### config.mk
export PLATFORM = sky130hd
export DESIGN_NAME = tmr_irq_flags
export DESIGN_NICKNAME = d
export VERILOG_FILES = /design/src/rtl/tmr_irq_pkg.sv /design/src/rtl/tmr_irq_ctrl.sv /design/src/rtl/tmr_irq_dpath.sv /design/src/rtl/tmr_irq_flags.sv
export SDC_FILE = /design/constraint.sdc
export NUM_CORES = 1
export LEC_CHECK = 0
export BUFFER_PORTS_ARGS = -buffer_cell sky130_fd_sc_hd__buf_2
export CORE_AREA = 2 2 39 41
export CTS_BUF_LIST = sky130_fd_sc_hd__clkbuf_4
export DETAILED_ROUTE_END_ITERATION = 6
export DIE_AREA = 0 0 41 43
export GPL_ROUTABILITY_DRIVEN = 1
export HOLD_SLACK_MARGIN = 0.08
export PLACE_DENSITY = 0.46
export SYNTH_ARGS = -nofsm -noshare
export SYNTH_HDL_FRONTEND = slang
export SYNTH_HIERARCHICAL = 1
export SYNTH_SLANG_ARGS = --single-unit
### constraint.sdc
create_clock -name clk -period 0.8 [get_ports clk]
set_input_delay 0.24 -clock clk [delete_from_list [all_inputs] [get_ports clk]]
set_output_delay 0.24 -clock clk [all_outputs]
set_load 0.1 [all_outputs]
### src/rtl/tmr_irq_pkg.sv
package tmr_irq_pkg;
  localparam int NumSrc = 3;
  localparam int RegW   = 8;
  localparam int SrcCmpA = 0;
  localparam int SrcCmpB = 1;
  localparam int SrcOvf  = 2;
  // readback bit of each source; a neighbour decodes these positions
  localparam int BitCmpA = 4;
  localparam int BitCmpB = 3;
  localparam int BitOvf  = 1;

  typedef struct packed {
    logic [NumSrc-1:0] setStb;
    logic [NumSrc-1:0] clrStb;
  } flagCtl_t;

  function automatic int srcBit(input int s);
    case (s)
      SrcCmpA: return BitCmpA;
      SrcCmpB: return BitCmpB;
      default: return BitOvf;
    endcase
  endfunction
endpackage

### src/rtl/tmr_irq_ctrl.sv
module tmr_irq_ctrl
  import tmr_irq_pkg::*;
(
  input  logic              clk,
  input  logic              rst,
  input  logic [NumSrc-1:0] evt,
  input  logic              ovfQual,
  input  logic              wrEn,
  input  logic [RegW-1:0]   wrData,
  input  logic [NumSrc-1:0] ack,
  output flagCtl_t          ctl
);
  logic [NumSrc-1:0] evtQual;
  logic [NumSrc-1:0] wrClr;

  always_comb begin
    evtQual         = evt;
    evtQual[SrcOvf] = evt[SrcOvf] & ovfQual;
  end

  for (genvar s = 0; s < NumSrc; s++) begin : g_clr
    assign wrClr[s] = wrEn & wrData[srcBit(s)];
  end

  assign ctl.setStb = evtQual;
  assign ctl.clrStb = wrClr | ack;


  ovf_qual_chk: assert property (@(posedge clk) disable iff (rst)
    !ovfQual |-> !ctl.setStb[SrcOvf]);
endmodule

### src/rtl/tmr_irq_dpath.sv
module tmr_irq_dpath
  import tmr_irq_pkg::*;
(
  input  logic              clk,
  input  logic              rst,
  input  flagCtl_t          ctl,
  input  logic [NumSrc-1:0] ie,
  input  logic              gie,
  output logic [RegW-1:0]   flagRd,
  output logic [NumSrc-1:0] irq
);
  logic [NumSrc-1:0] flagQ;

  for (genvar s = 0; s < NumSrc; s++) begin : g_flag
    always_ff @(posedge clk) begin
      if (rst)                 flagQ[s] <= 1'b0;
      else if (ctl.setStb[s])  flagQ[s] <= 1'b1;
      else if (ctl.clrStb[s])  flagQ[s] <= 1'b0;
    end


    set_wins_chk: assert property (@(posedge clk) disable iff (rst)
      ctl.setStb[s] |=> flagQ[s]);

    clr_only_chk: assert property (@(posedge clk) disable iff (rst)
      (ctl.clrStb[s] && !ctl.setStb[s]) |=> !flagQ[s]);

    hold_chk: assert property (@(posedge clk) disable iff (rst)
      (!ctl.setStb[s] && !ctl.clrStb[s]) |=> $stable(flagQ[s]));
  end

  always_comb begin
    flagRd = '0;
    for (int s = 0; s < NumSrc; s++) flagRd[srcBit(s)] = flagQ[s];
  end

  assign irq = flagQ & ie & {NumSrc{gie}};


  unused_zero_chk: assert property (@(posedge clk)
    (flagRd & ~((RegW'(1) << BitCmpA) | (RegW'(1) << BitCmpB) | (RegW'(1) << BitOvf))) == '0);

  irq_gate_chk: assert property (@(posedge clk) disable iff (rst)
    !gie |-> irq == '0);
endmodule

### src/rtl/tmr_irq_flags.sv
module tmr_irq_flags
  import tmr_irq_pkg::*;
(
  input  logic       clk,
  input  logic       rst,
  input  logic       evtCmpA,
  input  logic       evtCmpB,
  input  logic       evtOvf,
  input  logic       ovfQual,
  input  logic       wrEn,
  input  logic [7:0] wrData,
  input  logic       ackCmpA,
  input  logic       ackCmpB,
  input  logic       ackOvf,
  input  logic       ieCmpA,
  input  logic       ieCmpB,
  input  logic       ieOvf,
  input  logic       gie,
  output logic [7:0] flagRd,
  output logic       irqCmpA,
  output logic       irqCmpB,
  output logic       irqOvf
);
  flagCtl_t          ctl;
  logic [NumSrc-1:0] irqV;

  tmr_irq_ctrl i_ctrl (
    .clk(clk), .rst(rst),
    .evt({evtOvf, evtCmpB, evtCmpA}), .ovfQual(ovfQual),
    .wrEn(wrEn), .wrData(wrData),
    .ack({ackOvf, ackCmpB, ackCmpA}),
    .ctl(ctl)
  );

  tmr_irq_dpath i_dpath (
    .clk(clk), .rst(rst), .ctl(ctl),
    .ie({ieOvf, ieCmpB, ieCmpA}), .gie(gie),
    .flagRd(flagRd), .irq(irqV)
  );

  assign irqCmpA = irqV[SrcCmpA];
  assign irqCmpB = irqV[SrcCmpB];
  assign irqOvf  = irqV[SrcOvf];


  reset_clear_chk: assert property (@(posedge clk) rst |=> flagRd == 8'h00);

  ack_a_chk: assert property (@(posedge clk) disable iff (rst)
    (ackCmpA && !evtCmpA) |=> !flagRd[4]);
endmodule

# Word-level counts from Yosys, hierarchy flattened
# Cells that the tools add are included.
[op_classes] muxes=6 bitwise=7 reduce_logical=3
[op_table] operator="$and 3x3->3" count=2
[op_table] operator="$mux 1" count=6
[op_table] operator="$reduce_bool 2->1" count=3
[op_table] operator="$and 1x1->1" count=4
[op_table] operator="$or 3x3->3" count=1
[word_totals] ff_bits=3 input_bits=22 out_inout_bits=11 wordCells=19

# Logic depth before layout (Yosys ltp)
# Gate-level depths: netlist of the first run.
[depth] depth_word=4 ltp_mapped=3

# By module
# The synthesis of the first run kept the hierarchy.
[by_module_without_submodules] module="tmr_irq_dpath" n_inst=1 cells_each=21 area_each_um2=165.2 seq_area_each_um2=60.1
[by_module_without_submodules] module="tmr_irq_ctrl" n_inst=1 cells_each=6 area_each_um2=43.8 seq_area_each_um2=0.0

# Worst setup path before layout of the first run
# No wires, ideal clock.
[synth_timing] path_kind="register -> output" startpoint="reg i_dpath.flagQ[0] (netlist: i_dpath/flagRd[4])" endpoint="out irqCmpA" arrival_ns=1.867 t_required_ns=0.560 setup_slack_ns=-1.307 stages_incl_launch_ff=2 n_path_buf=0 cell_sequence="dfxtp_1 and3_1"
[synth_via] elab_chain_len=2
[synth_rtl] element="start, declared" line_no="tmr_irq_dpath.sv:12" rtl="logic [NumSrc-1:0] flagQ;"
[synth_rtl] element="start signal, assigned by index" line_no="tmr_irq_dpath.sv:16" rtl="if (rst) flagQ[s] <= 1'b0;"
[synth_rtl] element="start signal, assigned by index" line_no="tmr_irq_dpath.sv:17" rtl="else if (ctl.setStb[s]) flagQ[s] <= 1'b1;"
[synth_rtl] element="start signal, assigned by index" line_no="tmr_irq_dpath.sv:18" rtl="else if (ctl.clrStb[s]) flagQ[s] <= 1'b0;"
[synth_rtl] element="$and 3x3->3 (2 in series)" line_no="tmr_irq_dpath.sv:37" rtl="assign irq = flagQ & ie & {NumSrc{gie}};"
[synth_rtl] element="end, declared" line_no="tmr_irq_flags.sv:20" rtl="output logic irqCmpA,"
# Every way passes these cells.

# Worst setup path after layout of the first run
[layout_timing] startpoint="reg i_dpath.flagQ[2] (netlist: i_dpath/flagRd[1])" endpoint="out irqOvf"
[layout_via] elab_chain_len=2
[layout_rtl] element="$and 3x3->3 (2 in series)" line_no="tmr_irq_dpath.sv:37"
[layout_rtl] element="end, declared" line_no="tmr_irq_flags.sv:22" rtl="output logic irqOvf"
# Every way passes these cells.

==> results of run 1 <==
## worst max-delay path by stage
stage                            startpoint      end  cells after the start
after floorplan           i_dpath/flagRd[4]  irqCmpA                      1
after global placement                  gie  irqCmpA                      3
after detailed placement                gie  irqCmpA                      3
after CTS                 i_dpath/flagRd[1]   irqOvf                      2
after global routing      i_dpath/flagRd[1]   irqOvf                      2
final                     i_dpath/flagRd[1]   irqOvf                      2
## worst max-delay path, stage by stage, from the launching register on
cell and delay [ns]:
dfxtp_4 0.33, and3_4 0.18, buf_12 0.17
## Yosys cell counts
library cell,instances
inv_1,3
and2_1,1
and3_1,3
nand2b_1,3
a21oi_1,3
dfxtp_1,3
buf_4,7
conb_1,1
a21o_1,3
## cell usage in the layout, fill, tap and decap left out
cell type and n:
buf_2 16, and2_1 1, buf_4 1, nand2b_1 3
buf_12 6, inv_1 3, a21oi_1 3, conb_1 5
clkbuf_4 4, buf_6 3, and3_4 3, a21o_1 3
dfxtp_4 3
## layer usage
layer | wire (microns) | share of wire, % | vias up | GRT usage, %
li1 | - | - | 128 | -
met1 | 198 | 38 | 97 | 7.64
met2 | 254 | 48 | 16 | 9.06
met3 | 73 | 14 | 0 | 3.14
met4 | 0 | 0 | 0 | 6.00
met5 | 0 | 0 | - | 0
## per-stage QoR
stage / setup TNS [ns] / instance area [sq um] / std cells / hold WS (ns) / setup slack [ns]
after floorplan: -1.20 / 250 / 31 / 0.299 / -0.398
after global routing: -2.02 / 489 / 70 / 0.211 / -0.378
after global placement: -0.776 / 440 / 65 / 0.428 / -0.160
final: -1.88 / 489 / 70 / 0.195 / -0.351
after detailed placement: -0.782 / 440 / 65 / 0.437 / -0.158
after CTS: -1.96 / 478 / 69 / 0.187 / -0.367
## kinds of logic (layout without fill, tap and decap cells)
logic type,after synthesis,count (layout),synth area share (%)
flops,3,3,28.7
compound gates,6,6,18.0
buf+inv,10,33,30.5
other cells,1,5,1.79
simple gates,7,7,21.0
## repair_timing
item                                    4_1_cts  5_1_grt
resized for setup                             2        1
buffers inserted                              0        1
pin swaps                                     2        1
endpoints found under the setup margin        6        6
## layout make-up
cell class              instances  area, sq um
clock buffers                   4         30.0
fillers                       151          895
inverters                       3         11.3
multi-input cells              18          115
flip-flops and latches          3         71.3
well taps                      16         20.0
repair buffers                 26          241
## power breakdown
| part | switching (uW) | internal (uW) | total, uW |
|---|---|---|---|
| clock | 73.0 | 220 | 293 |
| sequential | 5.07 | 156 | 161 |
| combinational | 238 | 116 | 354 |
==> metrics.yaml, run 1 <==
status:
  status: "finished with violations"
  violations: "negative setup slack"
floorplanning:
  die_h_microns: 43
  die_w_microns: 41
  die_area_sq_um: 1760
  design.core.area_sq_um: 1380
  start_util_pct: 15.1
  boundaryPins: 33
  num_rows: 14
synth:
  yosysTopAreaCell: "dfxtp_1"
  yosysWarnings: 6
  synth.area.top_cells: "dfxtp_1, buf_4, a21o_1, and3_1, nand2b_1"
  synth.distinct_cells: 9
  avgSynthCellArea_sq_um: 7.74
  synth_top_area_share_pct: 28.7
  ys_seq_area_share_pct: 28.7
  ys_seq_elements: 3
  synthCells: 27
  synth_area_sq_um: 209
flow_run:
  drv_cap: 0
grt:
  grt_max_degree: 4
  grt_pass1_wl_microns: 765
  grt_usage_pct: 6.81
  grt_pass1_vias: 220
  antenna_found_initial: 0
  grt_overflow_total: 0
cts:
  postCtsHoldBufs: 0
  cts_buffers: 3
  path_clk_slew_ns: 0.04
  cts_sinks: 3
  ctsHtreeMaxLevel: 1
  clock_path_buffers: 2
  cts_root_buf: "clkbuf_4"
  cts_tree: "done"
  clk_latency_ns: 0.23
worst_hold_path:
  min_to: "i_dpath/flagRd[3]"
  holdPathStages: 2
  hp-class: "primary input to flip-flop"
  hold_path_startpoint: "rst"
pwr:
  power_density_nw_per_um2: 1650
  irDropWorstVdd_uv: 629
  p_leak_uw: 0.000254
  design_power_total_uw: 808
critical_path:
  required_ns: 0.56
  regToRegStartpoint: "i_dpath/flagRd[3]"
  rrSetupSlack_ns: 0.02
  r2r-end: "i_dpath/flagRd[3]"
  cp-start-kind: "flip-flop"
  cp.arrival_ns: 0.91
  endpoint_kind: "output port"
  worstPathMaxFanout: 2
  worst-setup-path-type: "flip-flop to output port"
  worstRegToRegCells: 4
drt:
  drtIter0Drc: 2
  drc_errors: 0
  routedWlPerCell_microns: 7.51
  ant_nets: 0
  routed_wl_microns: 526
  viasPerCell: 3.44
  vias: 241
  first_pass_iters: 2
final_layout:
  n_antenna_cell: 0
  final_util_pct: 35.4
  largest_reg_flops: 3
  drive_gt1_share_pct: 66.7
  nNetsFinal: 77
  syn_to_final_growth_pct: 134
timing:
  finalHoldViolations: 0
  timing.final.ws_setup_ns: -0.351
  rsz0062_at_grt: "yes"
  drv_slew: 0
  post-route-period-util_pct: 144
  skew_ns: 0
  setup_violations: 6
  period_minus_slack_ns: 1.15
  fmax_mhz: 869
place:
  dp_hpwl_microns: 463
  gp_congestion: 0.549
  io_buffer_count: 22
Note: power is estimated with default switching activity, not from simulation.
==> run 2: changes to the inputs <==
==> constraint.sdc (replaced) <==
create_clock -name clk -period 0.8 [get_ports clk]
set_input_delay 0 -clock clk [delete_from_list [all_inputs] [get_ports clk]]
set_output_delay 0 -clock clk [all_outputs]
set_load 0.1 [all_outputs]
==> metrics.yaml, run 2 (same netlist as run 1, synthesis figures left out) <==
pwr:
  power_density_nw_per_um2: 1610  # -2.7%
  design_power_total_uw: 811  # +0.33%
  p_leak_uw: 0.000259  # +2.2%
  irDropWorstVdd_uv: 633  # +0.74%
drt:
  drtIter0Drc: 0  # -2
  first_pass_iters: 1  # -1
  routed_wl_microns: 553  # +5.1%
  ant_nets: 0  # unchanged
  vias: 259  # +7.5%
  viasPerCell: 3.60  # +4.5%
  drc_errors: 0  # unchanged
  routedWlPerCell_microns: 7.68  # +2.2%
final_layout:
  largest_reg_flops: 3  # unchanged
  multi_input_area_sq_um: 115  # unchanged
  regArea_sq_um: 71.3  # unchanged
  nNetsFinal: 79  # +2.6%
  final_util_pct: 36.4  # +1.1 points
  final_common_cell: "buf_2"
  drive_gt1_share_pct: 62.5  # -4.2 points
  syn_to_final_growth_pct: 141
  final_cell_mix: "buf_2, buf_12, conb_1"
  fillCellCount: 149  # -1.3%
  n_antenna_cell: 0  # unchanged
cts:
  ctsHtreeMaxLevel: 1  # unchanged
  cts_root_buf: "clkbuf_4"
  clk_latency_ns: 0.23  # about the same
  cts_buffers: 3  # unchanged
  clock_path_buffers: 2  # unchanged
  cts_tree: "done"
  path_clk_slew_ns: 0.04  # about the same
  cts_sinks: 3  # unchanged
floorplanning:
  die_h_microns: 43  # unchanged
  start_util_pct: 15.1  # unchanged
  boundaryPins: 33  # unchanged
  die_w_microns: 41  # unchanged
  design.core.area_sq_um: 1380  # unchanged
  num_rows: 14  # unchanged
  die_area_sq_um: 1760  # unchanged
status:
  violations: "negative setup slack"
  status: "finished with violations"
timing:
  post-route-period-util_pct: 114  # -30 points
  rsz0062_at_grt: "yes"
  finalHoldViolations: 0  # unchanged
  skew_ns: 0  # unchanged
  drv_slew: 0  # unchanged
  hold_ws_ns: 0.0959  # -0.0987 ns
  timing.final.ws_setup_ns: -0.111  # +0.240 ns
  setup_violations: 6  # unchanged
  period_minus_slack_ns: 0.911  # -0.240 ns
  fmax_mhz: 1100  # +26%
critical_path:
  crit_buf_inv: 1  # unchanged
  r2r-end: "i_dpath/flagRd[4]"
  rrSetupSlack_ns: 0.10  # +0.08 ns
  worstRegToRegCells: 3  # -1
  worst-setup-path-type: "flip-flop to output port"
  endpoint_kind: "output port"
  cp_cell_sequence: "and3_4 > buf_12"
  regToRegStartpoint: "i_dpath/flagRd[4]"
  crit_start: "i_dpath/flagRd[1]"
  cp-endpoint: "irqOvf"
  cp-start-kind: "flip-flop"
  slowest_delay_ns: 0.33  # about the same
  cp.arrival_ns: 0.91  # about the same
  crit_path_top_delay_cell: "dfxtp_4"
  path_delay_family: "flip-flops"
  crit_cells: 2  # unchanged
  worstPathMaxFanout: 2  # unchanged
  required_ns: 0.80  # +0.24 ns
flow_run:
  drv_cap: 0  # unchanged
worst_hold_path:
  hold_path_startpoint: "ackOvf"
  hp-class: "primary input to flip-flop"
grt:
  grt_pass1_wl_microns: 772  # +0.92%
  grt_pass1_vias: 224  # +1.8%
  antenna_found_initial: 0  # unchanged
  grt_max_degree: 4  # unchanged
  grt_usage_pct: 7.22  # +0.41 points
  grt_overflow_total: 0  # unchanged
place:
  io_buffer_count: 22  # unchanged
  gp_congestion: 0.541  # -1.3%
-- run 2: changes by cell type in the layout (fill, tap and decap cells not counted) --
cell / before / now
buf_4: 1 / 2
buf_6: 3 / 1
dlygate4sd3_1: 0 / 3
-- run 2: worst reg2reg max path: cells and delay by family, from the launching register on --
kind / cells / cell delay, ns
AO/OA/AOI/OAI: 1 / 0.13
buffers and inverters: 1 / 0.11
flip-flops: 1 / 0.33
AND/OR/NAND/NOR: 1 / 0.05
-- run 2: per-layer routing --
layer,vias to the layer above,routed length [microns],GRT usage (%)
li1,132,-,-
met5,-,0,0
met4,0,8,6.00
met1,109,175,5.13
met3,2,78,4.71
met2,16,291,11.9
-- run 2: worst min-delay path by stage --
stage | to | slack (ns) | depth (start not counted)
after floorplan | i_dpath/flagRd[1] | 0.06 | 1
after global placement | i_dpath/flagRd[4] | 0.19 | 2
after detailed placement | i_dpath/flagRd[4] | 0.20 | 2
after CTS | i_dpath/flagRd[4] | 0.09 | 4
after global routing | i_dpath/flagRd[1] | 0.13 | 4
final | i_dpath/flagRd[1] | 0.1 | 4
-- run 2: report_power, final --
group | internal [uW] | total (uW) | switching [uW]
logic | 118 | 355 | 237
clock network | 220 | 295 | 74.4
registers | 156 | 161 | 4.73
-- run 2: what timing repair did --
| item | 4_1_cts | 5_1_grt |
|---|---|---|
| resized for setup | 1 | 0 |
| hold endpoints to repair | 3 | 0 |
| hold buffers | 3 | 0 |
| buffers inserted | 3 | 0 |
| pin swaps | 2 | 0 |
| setup endpoints to repair | 3 | 6 |
-- run 2: cell type report --
cell class / instances / share of cell area, %
Clock buffer: 4 / 5.96
Inverter: 3 / 2.23
Multi-Input combinational cell: 18 / 22.8
Sequential cell: 3 / 14.1
Tap cell: 16 / 3.97
Timing Repair Buffer: 28 / 50.9
-- run 2: through the flow --
stage	setup slack, ns	setup TNS, ns	std cells	area [sq um]
after CTS	-0.122	-0.526	72	504
after detailed placement	0.0939	0	62	418
final	-0.111	-0.455	72	504
after global routing	-0.133	-0.600	72	504
after floorplan	-0.158	-0.475	31	250
after global placement	0.0978	0	62	418
==> run 3: changes to the inputs <==
ABC_AREA = 1   (was unset)
PLACE_DENSITY = 0.5   (was 0.46)
RECOVER_POWER = 50   (was unset)
==> metrics.yaml, run 3 <==
drt:
  vias: 313  # +21%
  routed_wl_microns: 615  # +11%
  drc_errors: 0  # unchanged
  routedWlPerCell_microns: 6.99  # -9.0%
  drtIter0Drc: 0  # unchanged
  first_pass_iters: 1  # unchanged
  viasPerCell: 3.56  # -1.1%
  ant_nets: 0  # unchanged
cts:
  clk_latency_ns: 0.23  # about the same
  path_clk_slew_ns: 0.04  # about the same
  cts_sinks: 3  # unchanged
  clock_path_buffers: 2  # unchanged
  cts_buffers: 3  # unchanged
  cts_tree: "done"
  cts_root_buf: "clkbuf_4"
  ctsHtreeMaxLevel: 1  # unchanged
grt:
  grt_usage_pct: 9.54  # +2.3 points
  grt_pass1_wl_microns: 1050  # +36%
  grt_max_degree: 4  # unchanged
  grt_pass1_vias: 297  # +33%
  grt_overflow_total: 0  # unchanged
  antenna_found_initial: 0  # unchanged
final_layout:
  largest_reg_flops: 3  # unchanged
  final_cell_mix: "buf_2, inv_1, nand2_1"
  syn_to_final_growth_pct: 146
  drive_gt1_share_pct: 52.8  # -9.7 points
  fin_area_sq_um: 572  # +13%
  final_common_cell: "buf_2"
  final_util_pct: 41.3  # +4.9 points
  nNetsFinal: 95  # +20%
  n_antenna_cell: 0  # unchanged
  final_cells: 88  # +22%
floorplanning:
  boundaryPins: 33  # unchanged
  die_w_microns: 41  # unchanged
  design.core.area_sq_um: 1380  # unchanged
  die_h_microns: 43  # unchanged
  start_util_pct: 16.8  # +1.7 points
  num_rows: 14  # unchanged
  die_area_sq_um: 1760  # unchanged
place:
  dp_hpwl_microns: 486
  dp_cells: 76  # +23%
  gp_congestion: 0.573  # +5.9%
  io_buffer_count: 22  # unchanged
  dpl_cell_area_sq_um: 457  # +9.3%
pwr:
  power_density_nw_per_um2: 1480  # -8.2%
  power_switching_uw: 347  # +9.7%
  p_int_uw: 497  # +0.59%
  design_power_total_uw: 844  # +4.1%
  irDropWorstVdd_uv: 482  # -24%
  p_sw_share_pct: 41.1  # +2.1 points
  power_frac_seq_pct: 19.5  # -0.3 points
  p_leak_uw: 0.000330  # +27%
  p_clk_share_pct: 35.6  # -0.8 points
  pwr-share-comb_pct: 44.8  # +1.0 points
synth:
  yosysTopAreaCell: "dfxtp_1"
  synth.distinct_cells: 7  # -2
  synth_common_cells: "nand2_1, inv_1, buf_4"
  avgSynthCellArea_sq_um: 5.68  # -27%
  ys_seq_area_share_pct: 25.8  # -2.9 points
  synthCells: 41  # +52%
  synth.area.top_cells: "dfxtp_1, buf_4, nand2_1, inv_1, a21oi_1"
  synth_edf_count: 0  # unchanged
  ys.flop_type: "dfxtp_1"
  yosysMostFrequentCell: "nand2_1"
  synth-async-reset-ratio_pct: 0  # unchanged
  synth_area_sq_um: 233  # +11%
  yosysWarnings: 6  # unchanged
  ys_seq_elements: 3  # unchanged
  synth_top_area_share_pct: 25.8  # -2.9 points
timing:
  finalHoldViolations: 0  # unchanged
  drv_slew: 0  # unchanged
  setup_violations: 6  # unchanged
  fin_setup_tns_ns: -0.514  # -0.0592 ns
  post-route-period-util_pct: 112  # -1.8 points
  fmax_mhz: 1120  # +1.6%
  timing.final.ws_setup_ns: -0.0964  # +0.0145 ns
  skew_ns: 0  # unchanged
  rsz0062_at_grt: "yes"
  period_minus_slack_ns: 0.896  # -0.0145 ns
critical_path:
  worst-setup-path-type: "flip-flop to output port"
  cp.arrival_ns: 0.90  # about the same
  cp-start-kind: "flip-flop"
  crit_path_top_delay_cell: "dfxtp_4"
  endpoint_kind: "output port"
  cp_cell_sequence: "nand2_4 > nor2_4 > buf_12"
  path_delay_family: "flip-flops"
  crit_start: "i_dpath/flagRd[4]"
  slowest_delay_ns: 0.35  # +0.02 ns
  required_ns: 0.80  # about the same
  worstPathMaxFanout: 2  # unchanged
  regToRegStartpoint: "i_dpath/flagRd[3]"
  crit_buf_inv: 1  # unchanged
worst_hold_path:
  hold_path_startpoint: "ackOvf"
  hp-class: "primary input to flip-flop"
status:
  status: "finished with violations"
  violations: "negative setup slack"
flow_run:
  drv_cap: 0  # unchanged
==> run 3: changes by cell type after synthesis <==
cell / previous run / this run
and3_1: 3 / 0
nand2_1: 0 / 13
and2_1: 1 / 0
nand2b_1: 3 / 0
nor2_1: 0 / 3
a21o_1: 3 / 0
inv_1: 3 / 11
==> run 3: final timing paths <==
path | end | slack, ns | cells past startpoint
max | irqCmpA | -0.1 | 3
min | i_dpath/flagRd[1] | 0.09 | 6
max reg2reg | i_dpath/flagRd[3] | 0.08 | 3
min reg2reg | i_dpath/flagRd[3] | 0.63 | 3
==> run 3: cell type report <==
cell class,instances,area [sq um]
Timing Repair Buffer,30,270
Tap cell,16,20.0
Multi-Input combinational cell,24,139
Fill cell,152,812
Clock buffer,4,30.0
Sequential cell,3,71.3
Inverter,11,41.3
==> run 3: through the flow <==
stage	setup slack [ns]	hold WS, ns
after floorplan	-0.331	0.0594
after global placement	0.0917	0.182
after detailed placement	0.0884	0.193
after CTS	-0.107	0.0895
after global routing	-0.139	0.117
final	-0.0964	0.0929
==> run 3: worst reg2reg max path, stage by stage (launching register included) <==
cell and delay [ns]:
dfxtp_4 0.34, clkbuf_2 0.14, nand2_1 0.06, a21oi_1 0.10
==> run 3: cell families (layout without fill, tap and decap cells) <==
| kind of cell | Yosys count | after routing | share of synthesized area, % |
|---|---|---|---|
| buf+inv | 18 | 45 | 40.3 |
| flops | 3 | 3 | 25.8 |
| simple gates | 16 | 16 | 25.8 |
| other cells | 1 | 5 | 1.61 |
| compound gates | 3 | 3 | 6.45 |
==> run 3: repair_timing <==
action | 4_1_cts | 5_1_grt
hold endpoints to repair | 3 | 0
pin swaps | 3 | 0
gates cloned | 0 | 0
gates resized for setup | 3 | 0
setup buffers | 3 | 0
endpoints found under the setup margin | 3 | 6
hold buffers | 5 | 0
==> run 3: power by group through the flow <==
stage | sequential [uW] | clock [uW] | combinational (uW)
floorplan | 232 | 0 | 199
global placement | 171 | 0 | 339
detailed placement | 172 | 0 | 339
CTS | 165 | 314 | 383
global route | 166 | 339 | 400
finish | 165 | 301 | 379
==> run 3: routing by layer <==
metal	vias to the layer above	track usage, %	wire (microns)
li1	163	-	-
met3	0	4.71	75
met2	13	13.4	347
met1	137	9.00	192
met4	0	10.0	0
met5	-	0	0
